`src/rtl/bcs_pkg.sv`:
```
package bcs_pkg;

  // Outcome of the resolve port in one cycle
  typedef enum logic [1:0] {
    RSV_IDLE   = 2'd0,
    RSV_CLEAR  = 2'd1,
    RSV_SQUASH = 2'd2
  } rsv_kind_e;

  // A resolve only acts when it names exactly one live entry
  function automatic rsv_kind_e rsv_classify(input logic vld,
                                             input logic mispred,
                                             input logic names_live);
    rsv_kind_e k;
    if (!(vld && names_live)) k = RSV_IDLE;
    else if (mispred)         k = RSV_SQUASH;
    else                      k = RSV_CLEAR;
    return k;
  endfunction

endpackage

```
`src/rtl/bcs_alloc.sv`:
```
// Picks the lowest-index free entry and decides whether it is granted.
module bcs_alloc #(
  parameter int NUM_CKPT = 4
) (
  input  logic [NUM_CKPT-1:0] live,
  input  logic                req,
  input  logic                block,
  output logic                full,
  output logic                grant,
  output logic [NUM_CKPT-1:0] tag
);

  logic [NUM_CKPT-1:0] pick;
  logic                found;

  always_comb begin
    pick  = '0;
    found = 1'b0;
    for (int i = 0; i < NUM_CKPT; i++) begin
      if (!found && !live[i]) begin
        pick[i] = 1'b1;
        found   = 1'b1;
      end
    end
  end

  assign full  = &live;
  assign grant = req && !full && !block;
  assign tag   = grant ? pick : '0;

endmodule

```
`src/rtl/bcs_entry.sv`:
```
// One checkpoint slot: opaque payload plus the mask of older live branches.
module bcs_entry #(
  parameter int NUM_CKPT = 4,
  parameter int PAY_W    = 32
) (
  input  logic                clk,
  input  logic                rst_n,
  input  logic                wr_en,
  input  logic [PAY_W-1:0]    wr_payload,
  input  logic [NUM_CKPT-1:0] wr_parent,
  input  logic                clr_en,
  input  logic [NUM_CKPT-1:0] clr_mask,
  output logic [PAY_W-1:0]    rd_payload,
  output logic [NUM_CKPT-1:0] rd_parent
);

  logic [PAY_W-1:0]    payload_q;
  logic [NUM_CKPT-1:0] parent_q;
  logic [NUM_CKPT-1:0] parent_d;
  logic                parent_en;

  // Next state of the older-branch mask
  always_comb begin
    parent_d = parent_q;
    if (clr_en) parent_d = parent_q & ~clr_mask;
    if (wr_en)  parent_d = wr_parent;
  end

  assign parent_en = wr_en | clr_en;

  always_ff @(posedge clk or negedge rst_n) begin
    if (!rst_n)         parent_q <= '0;
    else if (parent_en) parent_q <= parent_d;
  end

  // Datapath storage, written only on allocation
  always_ff @(posedge clk) begin
    if (wr_en) payload_q <= wr_payload;
  end

  assign rd_payload = payload_q;
  assign rd_parent  = parent_q;

endmodule

```
`src/rtl/bcs_rd_mux.sv`:
```
// One-hot AND-OR selector over a flat array of equal-width words.
module bcs_rd_mux #(
  parameter int NUM_CKPT = 4,
  parameter int W        = 8
) (
  input  logic [NUM_CKPT-1:0]   sel,
  input  logic [NUM_CKPT*W-1:0] words,
  output logic [W-1:0]          dout
);

  always_comb begin
    dout = '0;
    for (int i = 0; i < NUM_CKPT; i++) begin
      if (sel[i]) dout = dout | words[i*W +: W];
    end
  end

endmodule

```
`src/rtl/branch_ckpt_stack.sv`:
```
module branch_ckpt_stack
  import bcs_pkg::*;
#(
  parameter int NUM_CKPT   = 4,
  parameter int PC_W       = 32,
  parameter int MAP_W      = 64,
  parameter int FL_W       = 64,
  parameter int BP_W       = 16,
  parameter int ROB_W      = 6,
  parameter int LSQ_W      = 5,
  parameter int INSN_BYTES = 4
) (
  input  logic                clk,
  input  logic                rst_n,
  input  logic                alloc_req,
  input  logic                alloc_pred_taken,
  input  logic [PC_W-1:0]     alloc_pc,
  input  logic [PC_W-1:0]     alloc_target,
  input  logic [MAP_W-1:0]    alloc_map_snap,
  input  logic [FL_W-1:0]     alloc_fl_snap,
  input  logic [BP_W-1:0]     alloc_bp_snap,
  input  logic [ROB_W-1:0]    alloc_rob_tail,
  input  logic [LSQ_W-1:0]    alloc_lsq_tail,
  output logic                alloc_full,
  output logic                alloc_grant,
  output logic [NUM_CKPT-1:0] alloc_tag,
  output logic [NUM_CKPT-1:0] alloc_dep_mask,
  output logic [NUM_CKPT-1:0] live_mask,
  input  logic                rslv_valid,
  input  logic [NUM_CKPT-1:0] rslv_tag,
  input  logic                rslv_mispred,
  output logic                bc_clear,
  output logic                bc_squash,
  output logic [NUM_CKPT-1:0] bc_tag,
  output logic [PC_W-1:0]     rec_pc,
  output logic [MAP_W-1:0]    rec_map,
  output logic [FL_W-1:0]     rec_fl,
  output logic [BP_W-1:0]     rec_bp,
  output logic [ROB_W-1:0]    rec_rob_tail,
  output logic [LSQ_W-1:0]    rec_lsq_tail
);

  // Payload layout: {pc, map, freelist, predictor, rob tail, lsq tail}
  localparam int LSQ_LO = 0;
  localparam int ROB_LO = LSQ_LO + LSQ_W;
  localparam int BP_LO  = ROB_LO + ROB_W;
  localparam int FL_LO  = BP_LO + BP_W;
  localparam int MAP_LO = FL_LO + FL_W;
  localparam int PC_LO  = MAP_LO + MAP_W;
  localparam int PAY_W  = PC_LO + PC_W;

  logic [NUM_CKPT-1:0] live_q;
  logic [NUM_CKPT-1:0] live_d;
  logic                live_en;

  // ---------------- resolve decode ----------------
  logic                tag_onehot;
  logic                tag_live;
  rsv_kind_e           rsv_kind;
  logic                do_squash;
  logic [NUM_CKPT-1:0] clr_mask;
  logic [NUM_CKPT-1:0] rd_sel;

  assign tag_onehot = (rslv_tag != '0) && ((rslv_tag & (rslv_tag - 1'b1)) == '0);
  assign tag_live   = tag_onehot && ((rslv_tag & live_q) != '0);
  assign rsv_kind   = rsv_classify(rslv_valid, rslv_mispred, tag_live);
  assign do_squash  = (rsv_kind == RSV_SQUASH);
  assign clr_mask   = (rsv_kind == RSV_CLEAR) ? rslv_tag : '0;
  assign rd_sel     = do_squash ? rslv_tag : '0;

  assign bc_clear   = (rsv_kind == RSV_CLEAR);
  assign bc_squash  = do_squash;
  assign bc_tag     = (rsv_kind != RSV_IDLE) ? rslv_tag : '0;

  // ---------------- allocation ----------------
  bcs_alloc #(
    .NUM_CKPT (NUM_CKPT)
  ) alloc_i (
    .live  (live_q),
    .req   (alloc_req),
    .block (do_squash),
    .full  (alloc_full),
    .grant (alloc_grant),
    .tag   (alloc_tag)
  );

  assign alloc_dep_mask = live_q & ~clr_mask;

  logic [PC_W-1:0]  resume_pc;
  logic [PAY_W-1:0] wr_payload;

  assign resume_pc  = alloc_pred_taken ? (alloc_pc + PC_W'(INSN_BYTES)) : alloc_target;
  assign wr_payload = {resume_pc, alloc_map_snap, alloc_fl_snap, alloc_bp_snap,
                       alloc_rob_tail, alloc_lsq_tail};

  // ---------------- checkpoint slots ----------------
  logic [NUM_CKPT*PAY_W-1:0]    ent_payload;
  logic [NUM_CKPT*NUM_CKPT-1:0] ent_parent;

  for (genvar gi = 0; gi < NUM_CKPT; gi++) begin : g_slot
    bcs_entry #(
      .NUM_CKPT (NUM_CKPT),
      .PAY_W    (PAY_W)
    ) slot_i (
      .clk        (clk),
      .rst_n      (rst_n),
      .wr_en      (alloc_tag[gi]),
      .wr_payload (wr_payload),
      .wr_parent  (alloc_dep_mask),
      .clr_en     (bc_clear),
      .clr_mask   (clr_mask),
      .rd_payload (ent_payload[gi*PAY_W +: PAY_W]),
      .rd_parent  (ent_parent[gi*NUM_CKPT +: NUM_CKPT])
    );
  end

  // ---------------- recovery read ----------------
  logic [PAY_W-1:0]    rec_payload;
  logic [NUM_CKPT-1:0] rec_parent;

  bcs_rd_mux #(
    .NUM_CKPT (NUM_CKPT),
    .W        (PAY_W)
  ) pay_mux_i (
    .sel   (rd_sel),
    .words (ent_payload),
    .dout  (rec_payload)
  );

  bcs_rd_mux #(
    .NUM_CKPT (NUM_CKPT),
    .W        (NUM_CKPT)
  ) par_mux_i (
    .sel   (rd_sel),
    .words (ent_parent),
    .dout  (rec_parent)
  );

  assign rec_pc       = rec_payload[PC_LO  +: PC_W];
  assign rec_map      = rec_payload[MAP_LO +: MAP_W];
  assign rec_fl       = rec_payload[FL_LO  +: FL_W];
  assign rec_bp       = rec_payload[BP_LO  +: BP_W];
  assign rec_rob_tail = rec_payload[ROB_LO +: ROB_W];
  assign rec_lsq_tail = rec_payload[LSQ_LO +: LSQ_W];

  // ---------------- live-entry mask ----------------
  always_comb begin
    if (do_squash) live_d = live_q & rec_parent;
    else           live_d = (live_q & ~clr_mask) | alloc_tag;
  end

  assign live_en = do_squash | bc_clear | alloc_grant;

  always_ff @(posedge clk or negedge rst_n) begin
    if (!rst_n)       live_q <= '0;
    else if (live_en) live_q <= live_d;
  end

  assign live_mask = live_q;

endmodule

```
`config.mk`:
```
export PLATFORM = sky130hd
export DESIGN_NAME = branch_ckpt_stack
export DESIGN_NICKNAME = d
export VERILOG_FILES = /design/src/rtl/bcs_pkg.sv /design/src/rtl/bcs_alloc.sv /design/src/rtl/bcs_entry.sv /design/src/rtl/bcs_rd_mux.sv /design/src/rtl/branch_ckpt_stack.sv
export SDC_FILE = /design/constraint.sdc
export NUM_CORES = 1
export LEC_CHECK = 0
export BUFFER_PORTS_ARGS = -buffer_cell sky130_fd_sc_hd__clkbuf_2
export CORE_MARGIN = 2
export CORE_UTILIZATION = 51
export CTS_CLUSTER_SIZE = 12
export DETAILED_ROUTE_END_ITERATION = 8
export PLACE_DENSITY = 0.8
export REMOVE_ABC_BUFFERS = 1
export SLEW_MARGIN = 25
export SYNTH_ARGS = -nofsm -noshare
export SYNTH_HDL_FRONTEND = slang
export SYNTH_SLANG_ARGS = --single-unit
```
`constraint.sdc`:
```
create_clock -name clk -period 15.5 [get_ports clk]
set_input_delay 2.325 -clock clk [delete_from_list [all_inputs] [get_ports clk]]
set_output_delay 2.325 -clock clk [all_outputs]
set_load 0.01 [all_outputs]
```
Word-level counts from Yosys, hierarchy flattened
Cells that the tools add are included.

Output and inout bits: 207. Logic and storage cells: 93. Bits of input ports: 229. Register bits: 768.

Multiplexer cells: 30. Bitwise gates (word level): 22. Equal/unequal tests: 2. Add/subtract/negate cells: 2. Reduce and logical (&&, ||, !) cells: 28.

Operators with widths (count): 187-bit 2-to-1 mux (4); 187-bit bitwise OR (3); 4-bit 2-to-1 mux (17); 32-bit by 3-bit adder with 32-bit output (second input constant) (1); 4-bit bitwise AND (8); 32-bit 2-to-1 mux (1); 4-bit bitwise OR (4); 2-bit nonzero test (5); 1-bit logical AND (8); 2-bit AND reduction (4); 4-bit nonzero test (2); 1-bit zero test (7); 1-bit 2-to-1 mux (6); 1-bit bitwise OR (6); 4-bit zero test (1); 2-bit 2-to-1 mux (2); 4-bit inverter (1); 4-bit AND reduction (1); 4-bit by 1-bit subtractor with 4-bit output (second input constant) (1); 2-bit by 1-bit == test with 1-bit output (second input constant) (1); 2-bit == test (second input constant) (1).

Depth between registers and ports, before layout
Gate-level depths: netlist of run 1.

Word-level depth: 18. Mapped depth: 9. Depth with buffers taken out: 7.

Cells and area by module
Synthesis of run 1 repeated with hierarchy kept, for this count alone.

Cells, all modules: 1699. Area, all modules: 29149.2 um2.

Modules (own cells, without submodules): bcs_entry (cells an instance 203, area each 5794.3 um2, instances 4); bcs_rd_mux at pay_mux_i (cells an instance 645, area each 4401.7 um2, instances 1); branch_ckpt_stack (cells an instance 222, area each 1435.1 um2, instances 1); bcs_rd_mux at par_mux_i (cells an instance 12, area each 75.1 um2, instances 1); bcs_alloc (cells an instance 8, area each 60.1 um2, instances 1).

Least setup slack after synthesis of run 1
OpenSTA, ideal clock, no wires.

Path type: in2out. Start point: input rslv_tag[1]. End point: output alloc_tag[0]. Arrival: 13.066 ns. Slack: 0.109 ns. Cell stages on the path: 5. Buffers on the path: 2. Cell sequence: buf_2 a22oi_1 a21oi_1 a21oi_1 buf_4.

Word-level cells in the longest chain between the ends: 11. Elaborated cells between the ends (all ways): 14. Classes of those cells: add/sub: 1; eq/ne: 1; mux: 2; bitwise: 2; reduce/logical: 8.

RTL lines: start: declaration (line branch_ckpt_stack.sv:30) `input logic [NUM_CKPT-1:0] rslv_tag,`; 4-bit by 1-bit subtractor with 4-bit output (line branch_ckpt_stack.sv:64) `assign tag_onehot = (rslv_tag != '0) && ((rslv_tag & (rslv_tag - 1'b1)) == '0);`; 4-bit bitwise AND (line branch_ckpt_stack.sv:64); 4-bit zero test (line branch_ckpt_stack.sv:64); 1-bit logical AND (line branch_ckpt_stack.sv:64); 1-bit logical AND * (line branch_ckpt_stack.sv:65) `assign tag_live = tag_onehot && ((rslv_tag & live_q) != '0);`; 1-bit logical AND * (line bcs_pkg.sv:15) `if (!(vld && names_live)) k = RSV_IDLE;`; 2-bit 2-to-1 mux * (line bcs_pkg.sv:15); 2-bit == test * (line branch_ckpt_stack.sv:67) `assign do_squash = (rsv_kind == RSV_SQUASH);`; 1-bit zero test * (line bcs_alloc.sv:28) `assign grant = req && !full && !block;`; 1-bit logical AND * (line bcs_alloc.sv:28); 4-bit 2-to-1 mux * (line bcs_alloc.sv:29) `assign tag = grant ? pick : '0;`; end: declaration (line branch_ckpt_stack.sv:26) `output logic [NUM_CKPT-1:0] alloc_tag,`.

Every way passes the cells marked *; elsewhere a longest branch is shown, timed or not.

Final worst setup path of run 1
Start point: input rslv_tag[2]. End point: output rec_rob_tail[2].

Word-level cells in the longest chain between the ends: 16. Elaborated cells between the ends (all ways): 19. Classes of those cells: add/sub: 1; eq/ne: 1; mux: 6; bitwise: 5; reduce/logical: 6.

RTL lines: 4-bit by 1-bit subtractor with 4-bit output (line branch_ckpt_stack.sv:64); 4-bit bitwise AND (line branch_ckpt_stack.sv:64); 4-bit zero test (line branch_ckpt_stack.sv:64); 1-bit logical AND (line branch_ckpt_stack.sv:64); 1-bit logical AND (line branch_ckpt_stack.sv:65); 1-bit logical AND (line bcs_pkg.sv:15); 2-bit 2-to-1 mux (line bcs_pkg.sv:15); 2-bit == test (line branch_ckpt_stack.sv:67); 4-bit 2-to-1 mux * (line branch_ckpt_stack.sv:69) `assign rd_sel = do_squash ? rslv_tag : '0;`; 187-bit 2-to-1 mux (line bcs_rd_mux.sv:14) `if (sel[i]) dout = dout | words[i*W +: W];`; 187-bit bitwise OR (line bcs_rd_mux.sv:14); 187-bit 2-to-1 mux (line bcs_rd_mux.sv:14); 187-bit bitwise OR (line bcs_rd_mux.sv:14); 187-bit 2-to-1 mux (line bcs_rd_mux.sv:14); 187-bit bitwise OR (line bcs_rd_mux.sv:14); 187-bit 2-to-1 mux * (line bcs_rd_mux.sv:14); end: declaration (line branch_ckpt_stack.sv:39) `output logic [ROB_W-1:0] rec_rob_tail,`.

Marked as above.

==> results of run 1 <==
[state kept, by name, summed over array words and instances (netlist names)]
name,count
g_slot.slot_i.rd_payload,748
g_slot.slot_i.rd_parent,16
live_mask,4
[final cells by class]
type | instances | area (um^2)
tap | 756 | 946
fill | 4094 | 22300
timing repair buffer | 458 | 2390
clock inverter | 21 | 185
clock buffer | 101 | 2050
inverter | 11 | 48.8
antenna | 4 | 10.0
sequential | 768 | 23000
multi-input combinational | 779 | 5520
[synthesized netlist by cell type, types with 9 or more instances]
cell type | n | area (um^2)
a22oi_1 | 383 | 2880
dfrtp_1 | 20 | 500
edfxtp_1 | 748 | 22500
a21oi_1 | 123 | 616
nor2_1 | 40 | 150
a21oi_2 | 100 | 876
xnor2_1 | 9 | 78.8
clkbuf_1 | 96 | 360
nand3_1 | 18 | 90.1
xor2_1 | 20 | 175
inv_1 | 11 | 41.3
buf_6 | 14 | 158
nand4_1 | 13 | 81.3
nand2_1 | 16 | 60.1
[worst register-to-register path: stages (launching register included)]
cell	delay (ns)
dfrtp_1	0.56
a22oi_1	0.27
a21oi_1	0.24
nand2_8	0.45
nand2b_2	0.20
inv_8	0.55
buf_4	0.89
buf_4	0.64
[metal layers]
layer | track usage | vias to the layer above
li1 | - | 7685
met1 | 0.303 | 8873
met2 | 0.381 | 902
met3 | 0.0496 | 129
met4 | 0.0884 | 6
met5 | 0 | -
[power by group]
part           switching (W)  total, W  internal (W)
combinational       0.000364  0.000503      0.000139
clock               0.000730   0.00168      0.000946
sequential         0.0000753   0.00266       0.00258
total                0.00117   0.00484       0.00367
[cell families after synthesis]
| logic type | count (synthesis) | share of synthesized area |
|---|---|---|
| flip-flops | 768 | 0.790 |
| AO/OA/AOI/OAI | 619 | 0.154 |
| buffers and inverters | 136 | 0.0220 |
| AND/OR/NAND/NOR | 120 | 0.0218 |
| XOR/XNOR | 29 | 0.00874 |
| multiplexers | 10 | 0.00362 |
| adder cells (fa/ha/maj) | 1 | 0.000430 |
[how the worst max path moves through the flow]
stage | start | endpoint | slack, ns | cells after the start
detailed placement | rslv_tag[0] | alloc_tag[2] | 7.62 | 7
floorplan | rslv_tag[2] | alloc_tag[3] | -10.14 | 4
global route | rslv_tag[2] | rec_rob_tail[2] | 7.37 | 8
CTS | rslv_tag[2] | rec_fl[44] | 7.56 | 8
global placement | rslv_tag[0] | alloc_tag[2] | 7.68 | 7
finish | rslv_tag[2] | rec_rob_tail[2] | 7.53 | 8
[through the flow]
stage               setup TNS, ns  hold WS, ns   util
floorplan                -1742.50        0.464      -
global placement                0        0.473  0.565
detailed placement              0        0.480  0.565
CTS                             0        0.493  0.605
global route                    0        0.519  0.605
finish                          0        0.499  0.605
==> results.sh, run 1 <==
export IMPL_synth_seq_cells=768
export IMPL_drive_gt1_frac=0.311
export IMPL_synth_ff_type="edfxtp_1"
export IMPL_postPlaceCellArea_um2=31900
export IMPL_die_y_um=243
export IMPL_grt_use_total=0.231
export IMPL_max_freq_mhz=125
export IMPL_hold_end="g_slot[2].slot_i.rd_parent[1]"
export IMPL_rows=87
export IMPL_vdd_ir_drop_max_v=0.000101
export IMPL_ios=436
export IMPL_rsz0062_at_grt="no"
export IMPL_htreeDepth=3
export IMPL_setup_violations=0
export IMPL_worst_slack_ns=7.53
export IMPL_yosysSeqAreaShare=0.790
export IMPL_grt_max_degree=131
export IMPL_wl_um=69100
export IMPL_ctsHoldBuffers=0
export IMPL_r2r_start="live_mask[2]"
export IMPL_timing_final_crit_share=0.514
export IMPL_drt_vias_per_instance=6.07
export IMPL_p_leak_nw=12.0
export IMPL_gp_congestion=0.852
export IMPL_end_kind="output pin"
export IMPL_crit_fanout=75
export IMPL_worst_skew_pair_late_latency_ns=0.62
export IMPL_ctsResizeCount=0
export IMPL_wire_per_inst_um=23.8
export IMPL_synth_cell_types=43
export IMPL_grt_pass1_wl_um=104000
export IMPL_cp_slowest_cell="o311ai_2"
export IMPL_slew_headroom=0.289
export IMPL_cts_clk_slew_worst_paths_ns=0.06
export IMPL_syn_inst=1683
export IMPL_wl_met3_um=5910
export IMPL_syn_avg_cell_area_um2=17.3
export IMPL_grt_pass1_vias=17900
export IMPL_hold_depth=1
export IMPL_crit_path_max_incr_delay_ns=0.64
export IMPL_grt_overflow_total=0
export IMPL_min_from="g_slot[2].slot_i.rd_parent[1]"
export IMPL_syn_area_um2=29100
export IMPL_synth_edf_count=748
export IMPL_met2_wirelength_um=34400
export IMPL_postRouteAntennaNets=0
export IMPL_placedCellCount=2772
export IMPL_vias=17600
export IMPL_startpoint_type="input port"
export IMPL_cts_sinks=768
export IMPL_drc=0
export IMPL_final_min_clock_period_ns=7.97
export IMPL_nNetsFinal=2326
export IMPL_hp_class="flop to flop"
export IMPL_tritoncts="built"
export IMPL_max_cap_violations=0
export IMPL_cp_num_buf_inv=4
export IMPL_worstPathArrival_ns=5.65
export IMPL_die_area_um2=58900
export IMPL_cts_path_max_buffers=3
export IMPL_final_cells=2898
export IMPL_wl_met1_um=26700
export IMPL_skew_ns=0.0253
export IMPL_area_delta_synth_final_pct=17.3
export IMPL_port_buffer_count=435
export IMPL_crit_family="buffers and inverters"
export IMPL_crit_required_ns=13.18
export IMPL_cellPowerDensity_nw_per_um2=142
export IMPL_crit_top_cell="buf_4"
export IMPL_path_class="input port to output pin"
export IMPL_antenna_found_initial=7
export IMPL_r2r_setup_slack_ns=11.31
export IMPL_status="finished clean"
export IMPL_hold_viol=0
export IMPL_final_cell_mix="748 x edfxtp_1, 431 x clkbuf_2, 383 x a22oi_1"
export IMPL_root_buffer="clkbuf_16"
export IMPL_dp_hpwl_um=39900
export IMPL_synthArstFlopShare=0.0260
export IMPL_crit_chain="buf_6 > xnor2_1 > o311ai_2 > nand2_8 > buf_4 > buf_4 > a21oi_1 > clkbuf_2"
export IMPL_drt_initial_drc_count=1634
export IMPL_final_area_um2=34100
export IMPL_top_layer_used="met5"
export IMPL_yosysWarnings=0
export IMPL_tightestPinTransition_ns=1.07
export IMPL_core_um2=56400
export IMPL_cts_setup_buffers=0
export IMPL_dr_pass1_iters=7
export IMPL_final_common_cell="edfxtp_1"
export IMPL_slew_viol_final=0
export IMPL_post_place_ws_ns=7.62
export IMPL_fin_total_pwr_w=0.00484
export IMPL_reg2reg_depth=7
export IMPL_start_util=0.516
export IMPL_die_w_um=243
export IMPL_cts_made_buffers=78
export IMPL_rr_endpoint="g_slot[1].slot_i.rd_payload[129]"
Note: power is estimated with default switching activity, not from simulation.
==> run 2: changes to the inputs <==
--- a/config.mk
+++ b/config.mk
@@ -7,10 +7,10 @@
 export LEC_CHECK = 0
 export BUFFER_PORTS_ARGS = -buffer_cell sky130_fd_sc_hd__clkbuf_2
 export CORE_MARGIN = 2
-export CORE_UTILIZATION = 51
+export CORE_UTILIZATION = 57
 export CTS_CLUSTER_SIZE = 12
 export DETAILED_ROUTE_END_ITERATION = 8
-export PLACE_DENSITY = 0.8
+export PLACE_DENSITY = 0.85
 export REMOVE_ABC_BUFFERS = 1
 export SLEW_MARGIN = 25
 export SYNTH_ARGS = -nofsm -noshare
==> constraint.sdc (replaced) <==
create_clock -name clk -period 8 [get_ports clk]
set_input_delay 1.2 -clock clk [delete_from_list [all_inputs] [get_ports clk]]
set_output_delay 1.2 -clock clk [all_outputs]
set_load 0.01 [all_outputs]
==> results.sh, run 2 (synthesis results as in run 1) <==
export IMPL_status="finished clean"
export IMPL_grt_max_degree=146
export IMPL_skew_ns=0.0219
export IMPL_grt_pass1_wl_um=106000
export IMPL_port_buffer_count=435
export IMPL_core_um2=50300
export IMPL_rows=82
export IMPL_p_leak_nw=12.0
export IMPL_dr_pass1_iters=5
export IMPL_vdd_ir_drop_max_v=0.000200
export IMPL_use_met2=0.424
export IMPL_cts_sinks=768
export IMPL_slew_viol_final=0
export IMPL_end_kind="output pin"
export IMPL_grt_pass1_vias=17800
export IMPL_gp_congestion=0.896
export IMPL_vias=17700
export IMPL_postRouteAntennaNets=0
export IMPL_startpoint_type="input port"
export IMPL_hold_viol=0
export IMPL_root_buffer="clkbuf_16"
export IMPL_grt_use_total=0.261
export IMPL_area_delta_synth_final_pct=17.0
export IMPL_grt_use_met3=0.0531
export IMPL_path_class="input port to output pin"
export IMPL_worstPathArrival_ns=4.31
export IMPL_rsz0062_at_grt="no"
export IMPL_crit_chain="buf_6 > or4b_1 > o311ai_2 > nand2_8 > buf_4 > a21oi_1 > clkbuf_2"
export IMPL_start_util=0.578
export IMPL_final_min_clock_period_ns=5.51
export IMPL_ctsResizeCount=0
export IMPL_whs_ns=0.502
export IMPL_wire_per_inst_um=24.9
export IMPL_ios=436
export IMPL_tritoncts="built"
export IMPL_setup_violations=0
export IMPL_crit_required_ns=6.80
export IMPL_wl_um=70000
export IMPL_nNetsFinal=2321
export IMPL_hp_class="flop to flop"
export IMPL_busiest_layer="met2"
export IMPL_grt_overflow_total=0
export IMPL_drt_vias_per_instance=6.30
export IMPL_max_cap_violations=0
export IMPL_cts_setup_buffers=0
export IMPL_final_cell_mix="748 x edfxtp_1, 430 x clkbuf_2, 383 x a22oi_1"
export IMPL_cts_made_buffers=78
export IMPL_final_cells=2812
export IMPL_fin_total_pwr_w=0.00941
export IMPL_final_common_cell="edfxtp_1"
export IMPL_tightestPinTransition_ns=1.11
export IMPL_ctsHoldBuffers=0
export IMPL_cts_clk_slew_worst_paths_ns=0.05
export IMPL_antenna_found_initial=7
export IMPL_max_freq_mhz=182
export IMPL_cp_slowest_cell="nand2_8"
export IMPL_cellPowerDensity_nw_per_um2=277
export IMPL_die_y_um=230
export IMPL_crit_fanout=96
export IMPL_grt_util_met1=0.357
export IMPL_largest_reg_flops=748
export IMPL_placedCellCount=2683
export IMPL_crit_path_max_incr_delay_ns=0.62
export IMPL_cts_path_max_buffers=3
export IMPL_die_w_um=230
export IMPL_slew_headroom=0.259
export IMPL_timing_final_crit_share=0.688
export IMPL_drc=0
export IMPL_dp_hpwl_um=40000
export IMPL_drt_initial_drc_count=1962
export IMPL_worst_skew_pair_late_latency_ns=0.60
export IMPL_die_area_um2=52800
export IMPL_drive_gt1_frac=0.307
export IMPL_htreeDepth=3
run 2: cell count changes in the layout (fill, tap and decap cells not counted), sizes merged:
cell	delta
clkinvlp	+1
clkinv	+1
diode	+1
clkbuf	+5
buf	-4
inv	-6
run 2: path summary, 6_finish.rpt:
check | slack [ns] | endpoint | startpoint | cells after the start
max | 2.49 | rec_rob_tail[3] | rslv_tag[0] | 7
min | 0.50 | g_slot[2].slot_i.rd_parent[0] | g_slot[2].slot_i.rd_parent[0] | 1
max reg2reg | 3.77 | g_slot[3].slot_i.rd_payload[80] | live_mask[2] | 6
min reg2reg | 0.50 | g_slot[2].slot_i.rd_parent[0] | g_slot[2].slot_i.rd_parent[0] | 1
max in group asynchronous | 7.05 | g_slot[1].slot_i.rd_parent[3] | rst_n | 1
min in group asynchronous | 0.57 | live_mask[2] | rst_n | 1
run 2: report_power, final:
| part | leakage [nW] | switching [W] | internal, W | total [W] |
|---|---|---|---|---|
| Combinational | 3.84 | 0.000718 | 0.000272 | 0.000990 |
| Sequential | 7.04 | 0.000150 | 0.00501 | 0.00516 |
| Clock | 1.09 | 0.00139 | 0.00188 | 0.00326 |
| Total | 12.0 | 0.00226 | 0.00715 | 0.00941 |
run 2: worst max-delay path, delay by kind of cell:
family	cells	cell delay [ns]
AO/OA/AOI/OAI	2	0.49
buffers and inverters	3	1.33
AND/OR/NAND/NOR	2	1.14
run 2: metal layers:
metal  vias up  part of all wire
li1       7687                 -
met4         6             0.029
met1      8834              0.38
met3       137             0.096
met2      1050              0.50
met5         -           0.00057
run 2: stage by stage:
step / area, um^2 / worst slack (ns) / util / TNS (ns)
after floorplan: 28500 / -15.41 / - / -4621.50
after global placement: 31800 / 2.47 / 0.632 / 0
after detailed placement: 31800 / 2.42 / 0.632 / 0
final: 34000 / 2.49 / 0.677 / 0
after CTS: 34000 / 2.46 / 0.677 / 0
after global routing: 34000 / 2.31 / 0.677 / 0
run 2: cell type report:
class / count / area, um^2
Sequential cell: 768 / 23000
Fill cell: 3223 / 16200
Multi-Input combinational cell: 779 / 5520
Timing Repair Buffer: 453 / 2390
Clock buffer: 107 / 2120
Tap cell: 672 / 841
Clock inverter: 17 / 131
Inverter: 11 / 48.8
Antenna cell: 5 / 12.5
